--- src/rtl/memwait_pkg.sv ---
package memwait_pkg;

  // Number of wait cycles (access length minus two) for a strap code
  function automatic logic [1:0] strap_wait(input logic [1:0] code);
    case (code)
      2'b00:   return 2'd0;
      2'b01:   return 2'd1;
      2'b10:   return 2'd2;
      default: return 2'd3;
    endcase
  endfunction

  typedef enum logic [1:0] {
    MAP_SPLIT = 2'b00,
    MAP_LOW   = 2'b01,
    MAP_HIGH  = 2'b10,
    MAP_SWAP  = 2'b11
  } map_code_e;

endpackage

--- src/rtl/memwait_strap_dec.sv ---
module memwait_strap_dec
  import memwait_pkg::*;
#(
  parameter int BLK_BITS = 3,
  parameter int CNT_W    = 2,
  localparam int NBLK    = 1 << BLK_BITS
) (
  input  logic [1:0]       wsel_n,
  input  logic [1:0]       map_n,
  output logic [CNT_W-1:0] wait_len,
  output logic [NBLK-1:0]  blk_bank
);

  localparam int HALF = NBLK / 2;

  always_comb wait_len = CNT_W'(strap_wait(wsel_n));

  // one bank-select bit per 8 KB block
  for (genvar k = 0; k < NBLK; k++) begin : g_blk
    localparam bit UPPER = (k >= HALF);
    always_comb begin
      case (map_code_e'(map_n))
        MAP_SPLIT: blk_bank[k] = UPPER;
        MAP_LOW:   blk_bank[k] = 1'b0;
        MAP_HIGH:  blk_bank[k] = 1'b1;
        default:   blk_bank[k] = !UPPER;
      endcase
    end
  end

endmodule

--- src/rtl/memwait_bank_dec.sv ---
module memwait_bank_dec #(
  parameter int BLK_BITS = 3,
  localparam int NBLK    = 1 << BLK_BITS,
  localparam int NBANK   = 2
) (
  input  logic                clk,
  input  logic                rst,
  input  logic                mem_ce_n,
  input  logic [BLK_BITS-1:0] addr_hi,
  input  logic [NBLK-1:0]     blk_bank,
  output logic [NBANK-1:0]    bank_ce_n
);

  logic sel;
  always_comb sel = blk_bank[addr_hi];

  for (genvar b = 0; b < NBANK; b++) begin : g_bank
    always_ff @(posedge clk) begin
      if (rst) bank_ce_n[b] <= 1'b1;
      else     bank_ce_n[b] <= !(!mem_ce_n && (sel == b[0]));
    end
  end

endmodule

--- src/rtl/memwait_wait_cnt.sv ---
module memwait_wait_cnt #(
  parameter int MAX_WAIT = 3,
  parameter int CNT_W    = 2
) (
  input  logic                clk,
  input  logic                rst,
  input  logic                mem_ce_n,
  input  logic [CNT_W-1:0]    wait_len,
  output logic                wait_o,
  output logic [MAX_WAIT-1:0] taps
);

  localparam logic [CNT_W-1:0] SAT = CNT_W'(MAX_WAIT);

  logic             ce_q;
  logic [CNT_W-1:0] elap, elap_nx;

  // elapsed cycles since the access began, restarting on a high-to-low edge
  always_comb begin
    if (mem_ce_n || ce_q) elap_nx = '0;
    else if (elap == SAT) elap_nx = elap;
    else                  elap_nx = elap + CNT_W'(1);
  end

  always_ff @(posedge clk) begin
    if (rst) begin
      ce_q   <= 1'b1;
      elap   <= '0;
      wait_o <= 1'b0;
    end else begin
      ce_q   <= mem_ce_n;
      elap   <= elap_nx;
      wait_o <= !mem_ce_n && (elap_nx < wait_len);
    end
  end

  for (genvar j = 0; j < MAX_WAIT; j++) begin : g_tap
    always_ff @(posedge clk) begin
      if (rst) taps[j] <= 1'b0;
      else     taps[j] <= !mem_ce_n && (elap_nx > CNT_W'(j));
    end
  end

endmodule

--- src/rtl/memwait_ctrl.sv ---
module memwait_ctrl #(
  parameter int BLK_BITS = 3,
  parameter int MAX_WAIT = 3,
  localparam int CNT_W   = $clog2(MAX_WAIT + 1),
  localparam int NBLK    = 1 << BLK_BITS
) (
  input  logic                clk,
  input  logic                rst,
  input  logic                mem_ce_n,
  input  logic [BLK_BITS-1:0] addr_hi,
  input  logic [1:0]          wsel_n,
  input  logic [1:0]          map_n,
  output logic [1:0]          bank_ce_n,
  output logic [MAX_WAIT-1:0] wait_tap,
  output logic                mem_wait
);

  logic [CNT_W-1:0] wait_len;
  logic [NBLK-1:0]  blk_bank;

  memwait_strap_dec #(.BLK_BITS(BLK_BITS), .CNT_W(CNT_W)) u_strap (
    .wsel_n   (wsel_n),
    .map_n    (map_n),
    .wait_len (wait_len),
    .blk_bank (blk_bank)
  );

  memwait_bank_dec #(.BLK_BITS(BLK_BITS)) u_bank (
    .clk       (clk),
    .rst       (rst),
    .mem_ce_n  (mem_ce_n),
    .addr_hi   (addr_hi),
    .blk_bank  (blk_bank),
    .bank_ce_n (bank_ce_n)
  );

  memwait_wait_cnt #(.MAX_WAIT(MAX_WAIT), .CNT_W(CNT_W)) u_wait (
    .clk      (clk),
    .rst      (rst),
    .mem_ce_n (mem_ce_n),
    .wait_len (wait_len),
    .wait_o   (mem_wait),
    .taps     (wait_tap)
  );

endmodule

--- config.mk ---
export PLATFORM = sky130hd
export DESIGN_NAME = memwait_ctrl
export DESIGN_NICKNAME = d
export VERILOG_FILES = /design/src/rtl/memwait_pkg.sv /design/src/rtl/memwait_strap_dec.sv /design/src/rtl/memwait_bank_dec.sv /design/src/rtl/memwait_wait_cnt.sv /design/src/rtl/memwait_ctrl.sv
export SDC_FILE = /design/constraint.sdc
export NUM_CORES = 1
export LEC_CHECK = 0
export CAP_MARGIN = 20
export CORE_AREA = 2 2 39 41
export CTS_BUF_LIST = sky130_fd_sc_hd__clkbuf_4
export DETAILED_ROUTE_END_ITERATION = 6
export DIE_AREA = 0 0 41 43
export HOLD_SLACK_MARGIN = 0.05
export PLACE_DENSITY = 0.69
export RECOVER_POWER = 100
export SYNTH_ARGS = -nofsm -noshare
export SYNTH_HDL_FRONTEND = slang
export SYNTH_HIERARCHICAL = 1
export SYNTH_SLANG_ARGS = --single-unit
--- constraint.sdc ---
create_clock -name clk -period 1.15 [get_ports clk]
set_input_delay 0.23 -clock clk [delete_from_list [all_inputs] [get_ports clk]]
set_output_delay 0.23 -clock clk [all_outputs]
set_load 0.03 [all_outputs]
# [Word level (Yosys, flattened, before mapping)]
# Cells that the tools add are included.
[word_totals] ram_bits=0 in_bits=10 out_inout_bits=6 wordCells=41 memories=0 ff_bits=9 latchBits=0 mem_bits_ro=0
[op_classes] n_addsub=1 shifts=0 n_eq_ne=5 mul=0 n_reduce_logical=14 magnitude_cmp=5 muxes=7 bitwise=1 div_mod_pow=0
[op_table] operator="$eq A2 B2 Y1 const B" n=3
[op_table] operator="$logic_and A1 B1 Y1" n=6
[op_table] operator="$pmux W2 S3" n=1
[op_table] operator="$eq A2 B1 Y1 const B" n=2
[op_table] operator="$gt A2 B1 Y1 const B" n=2
[op_table] operator="$logic_not A2 Y1" n=2
[op_table] operator="$lt A3 B4 Y1 const B" n=1
[op_table] operator="$mux W2" n=2
[op_table] operator="$reduce_or A2 Y1" n=2
[op_table] operator="$bmux W1 S3" n=1
[op_table] operator="$logic_not A1 Y1" n=3
[op_table] operator="$mux W1" n=3
[op_table] operator="$add A2 B1 Y2 const B" n=1
[op_table] operator="$gt A2 B2 Y1 const B" n=1
[op_table] operator="$lt A2 B2 Y1" n=1
[op_table] operator="$logic_or A1 B1 Y1" n=1
[op_table] operator="$not A1 Y1" n=1

# [Longest topological paths before layout]
[logic_depth] depth_word=8 mapped_depth=5 ltp_nobuf=4

# [Cells and area by module]
# The synthesis kept the hierarchy.
[modules_own_cells] mod="memwait_wait_cnt" seq_area_each_um2=140.1 cells_each=19 area_each_um2=215.2 instances=1
[modules_own_cells] mod="memwait_bank_dec" seq_area_each_um2=40.0 cells_each=11 area_each_um2=121.4 instances=1
[modules_own_cells] mod="memwait_strap_dec" seq_area_each_um2=0.0 cells_each=10 area_each_um2=60.1 instances=1

# [Worst setup path after synthesis]
# Ideal clock, no wire load.
[synth_path] path_kind="input to register" startpoint="input port map_n[1]" endpoint="register u_bank.bank_ce_n[1]" setup_ns=0.117 required_time_ns=1.033 path_buffers=2 path_slack_ns=-0.079 t_arrival_ns=1.112 stages=5 path_cell_list="clkbuf_1 -> buf_4 -> mux2i_1 -> mux4_2 -> nand2b_1"
[synth_via] elab_chain_len=7 word_cells_on_any_way=11 cone_classes="eq/ne: 2; mux: 4; reduce/logical: 5"
[synth_rtl] element="from (decl)" line_no="memwait_ctrl.sv:12" source="input logic [1:0] map_n,"
[synth_rtl] element="$eq A2 B1 Y1 / $logic_not A2 Y1 (equally long branches)" line_no="memwait_strap_dec.sv:22" source="case (map_code_e'(map_n))"
[synth_rtl] element="$reduce_or A2 Y1 (no source line) (*)"
[synth_rtl] element="$mux W1 (*)" line_no="memwait_strap_dec.sv:22"
[synth_rtl] element="via blk_bank[1]" line_no="memwait_ctrl.sv:19" source="logic [NBLK-1:0] blk_bank;"
[synth_rtl] element="$bmux W1 S3 (*)" line_no="memwait_bank_dec.sv:15" source="always_comb sel = blk_bank[addr_hi];"
[synth_rtl] element="$mux W1 (implied by the code) (*)" line_no="memwait_bank_dec.sv:15"
[synth_rtl] element="$logic_and A1 B1 Y1 (*)" line_no="memwait_bank_dec.sv:20" source="else bank_ce_n[b] <= !(!mem_ce_n && (sel == b[0]));"
[synth_rtl] element="$logic_not A1 Y1 (*)" line_no="memwait_bank_dec.sv:20"
[synth_rtl] element="to (signal, indexed assignment)" line_no="memwait_bank_dec.sv:20"
[synth_rtl] element="to (decl)" line_no="memwait_bank_dec.sv:11" source="output logic [NBANK-1:0] bank_ce_n"
# The timed path passes the listed nets; every way through them passes the cells marked *. The select of a mux whose other input is x is not followed.
# A chain may end at the register's enable or synchronous reset.

# [Worst setup path in the final report]
[layout_path] startpoint="input port map_n[0]" endpoint="register u_bank.bank_ce_n[1]"
[layout_via] elab_chain_len=7 word_cells_on_any_way=11 cone_classes="eq/ne: 2; mux: 4; reduce/logical: 5"
[layout_rtl] element="$eq A2 B2 Y1 / $logic_not A2 Y1 (equally long branches)" line_no="memwait_strap_dec.sv:22"
[layout_rtl] element="$reduce_or A2 Y1 (no source line) (*)"
[layout_rtl] element="$mux W1 (*)" line_no="memwait_strap_dec.sv:22"
[layout_rtl] element="via blk_bank[4]" line_no="memwait_ctrl.sv:19"
[layout_rtl] element="$bmux W1 S3 (*)" line_no="memwait_bank_dec.sv:15"
[layout_rtl] element="$mux W1 (implied by the code) (*)" line_no="memwait_bank_dec.sv:15"
[layout_rtl] element="$logic_and A1 B1 Y1 (*)" line_no="memwait_bank_dec.sv:20"
[layout_rtl] element="$logic_not A1 Y1 (*)" line_no="memwait_bank_dec.sv:20"
# Marks and branches as above.

==> results.json <==
{
  "hp-start": "u_wait/elap[1]",
  "holdPathStages": 1,
  "ios": 16,
  "via_per_inst": 4.156,
  "ys_warn_count": 6,
  "finClkSkew_ns": 0.001226,
  "avgSynthCellArea_sq_um": 9.916,
  "r2r_start": "u_wait/elap[0]",
  "grt.overflow.total": 0,
  "dpl_cell_area_sq_um": 485.5,
  "rsz0062_at_grt": "false",
  "leakage_uw": 0.0002152,
  "drtIter0Drc": 2,
  "cp_max_fo": 4,
  "maxCapViolCount": 0,
  "ys_seq_elements": 9,
  "final_area_sq_um": 499.2,
  "r2r_slack_ns": 0.39,
  "cts_tree": "done",
  "yosysSeqAreaShare_pct": 45.43,
  "wl_per_cell_um": 8.859,
  "diodes": 0,
  "start_util_pct": 28.66,
  "grt_max_degree": 6,
  "chipHeight_um": 43,
  "area_growth_pct": 25.87,
  "rows": 14,
  "irDropWorstVdd_mv": 0.2967,
  "required_ns": 1.29,
  "cts.sinks": 9,
  "start_kind": "primary input",
  "ant_nets": 0,
  "crit_path_end_kind": "flop",
  "fin_nets": 59,
  "final_util_pct": 36.08,
  "post-route-period-util_pct": 93.43,
  "timing.rr.end": "u_wait/wait_o",
  "clock.fmax_ghz": 0.9307,
  "cts_buffers": 3,
  "dp_cells": 60,
  "cts-hold-fix-buffers": 0,
  "finalPower_uw": 671.5,
  "setup_viol": 0,
  "synthCells": 40,
  "powerDensity_nw_per_um2": 1345,
  "tightest_slew_ns": 0.3409,
  "hold_class": "flop to flop",
  "dr.pass1.iters": 2,
  "layout-drive-gt1-share_pct": 31.25,
  "grt_pass1_vias": 213,
  "hold_viol": 0,
  "grt_first_pass_wirelength_um": 807,
  "grt_antenna_before_repair": 0,
  "status": "finished, final reports clean",
  "grtUsageTotal_pct": 7.475,
  "remaining_drc_errors": 0,
  "syn_nets": 50,
  "fp.coreArea_sq_um": 1384,
  "io_buffers": 15,
  "htreeDepth": 1,
  "gp_congestion": 0.6063,
  "clockRootBuffer": "clkbuf_4",
  "hold_end": "u_wait/elap[1]",
  "syn_area_sq_um": 396.6,
  "period_minus_slack_ns": 1.074,
  "slew_headroom_pct": 77.27,
  "final_max_slew_viol_count": 0,
  "ff2ff_path_depth": 3,
  "wl_um": 567,
  "final_cell_count_no_fill": 64,
  "setup_tns_ns": 0,
  "yosysUniqueCellTypes": 16,
  "critPathArrivalTime_ns": 1.22,
  "criticalPathCategory": "primary input to flop",
  "clk_path_buf_depth": 2,
  "design.die.area_sq_um": 1763,
  "die_w_um": 41,
  "clkLatencyLatePin_ns": 0.25,
  "vias": 266,
  "clk_pin_slew_worst_paths_ns": 0.06
}
[registers in the layout (all words and copies together), names as in the netlist]
signal and count:
u_wait/taps 3, u_wait/elap 2, u_wait/wait_o 1, u_wait/ce_q 1, u_bank/bank_ce_n 2
[worst max-delay path: stages]
cell and delay, ns:
dlygate4sd2_1 0.24, inv_2 0.07, mux2i_1 0.07, mux4_2 0.47, nand2b_4 0.15
[through the flow]
| step | setup slack [ns] | hold slack, ns |
|---|---|---|
| after floorplan | -0.02796 | 0.3359 |
| after global placement | -0.4886 | 0.4785 |
| after detailed placement | -0.5338 | 0.4799 |
| after CTS | 0.01326 | 0.4962 |
| after global routing | 0.01099 | 0.5137 |
| final | 0.07550 | 0.4938 |
[power breakdown]
part           internal (uW)  switching [uW]  total, uW
Combinational           49.3            39.9       89.2
Sequential               322            6.33        328
Clock                    156            97.4        254
Total                    528             144        672
[cells in the final DEF (no fill, tap or decap), drive strengths merged]
master / instances
a211oi: 1
nand2b: 2
dlygate4sd2: 3
nor3: 2
mux2i: 4
clkdlybuf4s50: 5
o21a: 2
nand2: 1
inv: 2
mux4: 1
a21oi: 2
nor2: 2
dfxtp: 9
or2: 1
clkbuf: 11
[cell families after synthesis]
kind of cell	Yosys count	synth area share, %
AOI/OAI and AO/OA	5	8.202
DFF	9	45.43
and+or+nand+nor	8	11.99
muxes	5	15.77
buffers and inverters	13	18.61
[cells in the mapped netlist, drive strengths merged]
library cell | n | area [sq um]
dfxtp | 9 | 180.2
buf | 6 | 45.04
clkbuf | 5 | 21.27
mux2i | 4 | 40.04
a21oi | 2 | 10.01
inv | 2 | 7.510
nand2b | 2 | 12.51
nor2 | 2 | 15.01
nor3 | 2 | 10.01
o21a | 2 | 15.01
a211oi | 1 | 7.510
mux4 | 1 | 22.52
nand2 | 1 | 3.750
or2 | 1 | 6.260
[worst max path at each step]
stage,depth (start not counted),slack (ns),to,start
4_1_cts,4,0.01,u_bank/bank_ce_n[1],addr_hi[0]
5_1_grt,5,0.01,u_bank/bank_ce_n[1],map_n[0]
3_5_place_dp,4,-0.53,u_bank/bank_ce_n[1],addr_hi[0]
3_3_place_gp,4,-0.49,u_bank/bank_ce_n[1],addr_hi[0]
6_report,5,0.08,u_bank/bank_ce_n[1],map_n[0]
2_1_floorplan,4,-0.03,u_bank/bank_ce_n[1],addr_hi[0]
[area by class of cell]
cell class | count | area (sq um)
sequential | 9 | 180.2
inverter | 2 | 7.507
tap | 16 | 20.02
timing repair buffer | 15 | 111.4
fill | 146 | 884.6
clock buffer | 4 | 30.03
multi-input combinational | 18 | 150.1
[routing by layer]
layer / vias up / share of wire (%) / track usage [%]
li1: 140 / - / -
met1: 110 / 37 / 7.213
met2: 16 / 46 / 10.63
met3: 0 / 17 / 3.141
met4: 0 / 0 / 8.000
met5: - / 0 / 0
[timing repair]
action	CTS	global route
gates resized for setup	6	2
setup endpoints to repair	2	1
buffers inserted	0	0
endpoints found under the hold margin	0	0
Power figures use the tool's default switching activity.
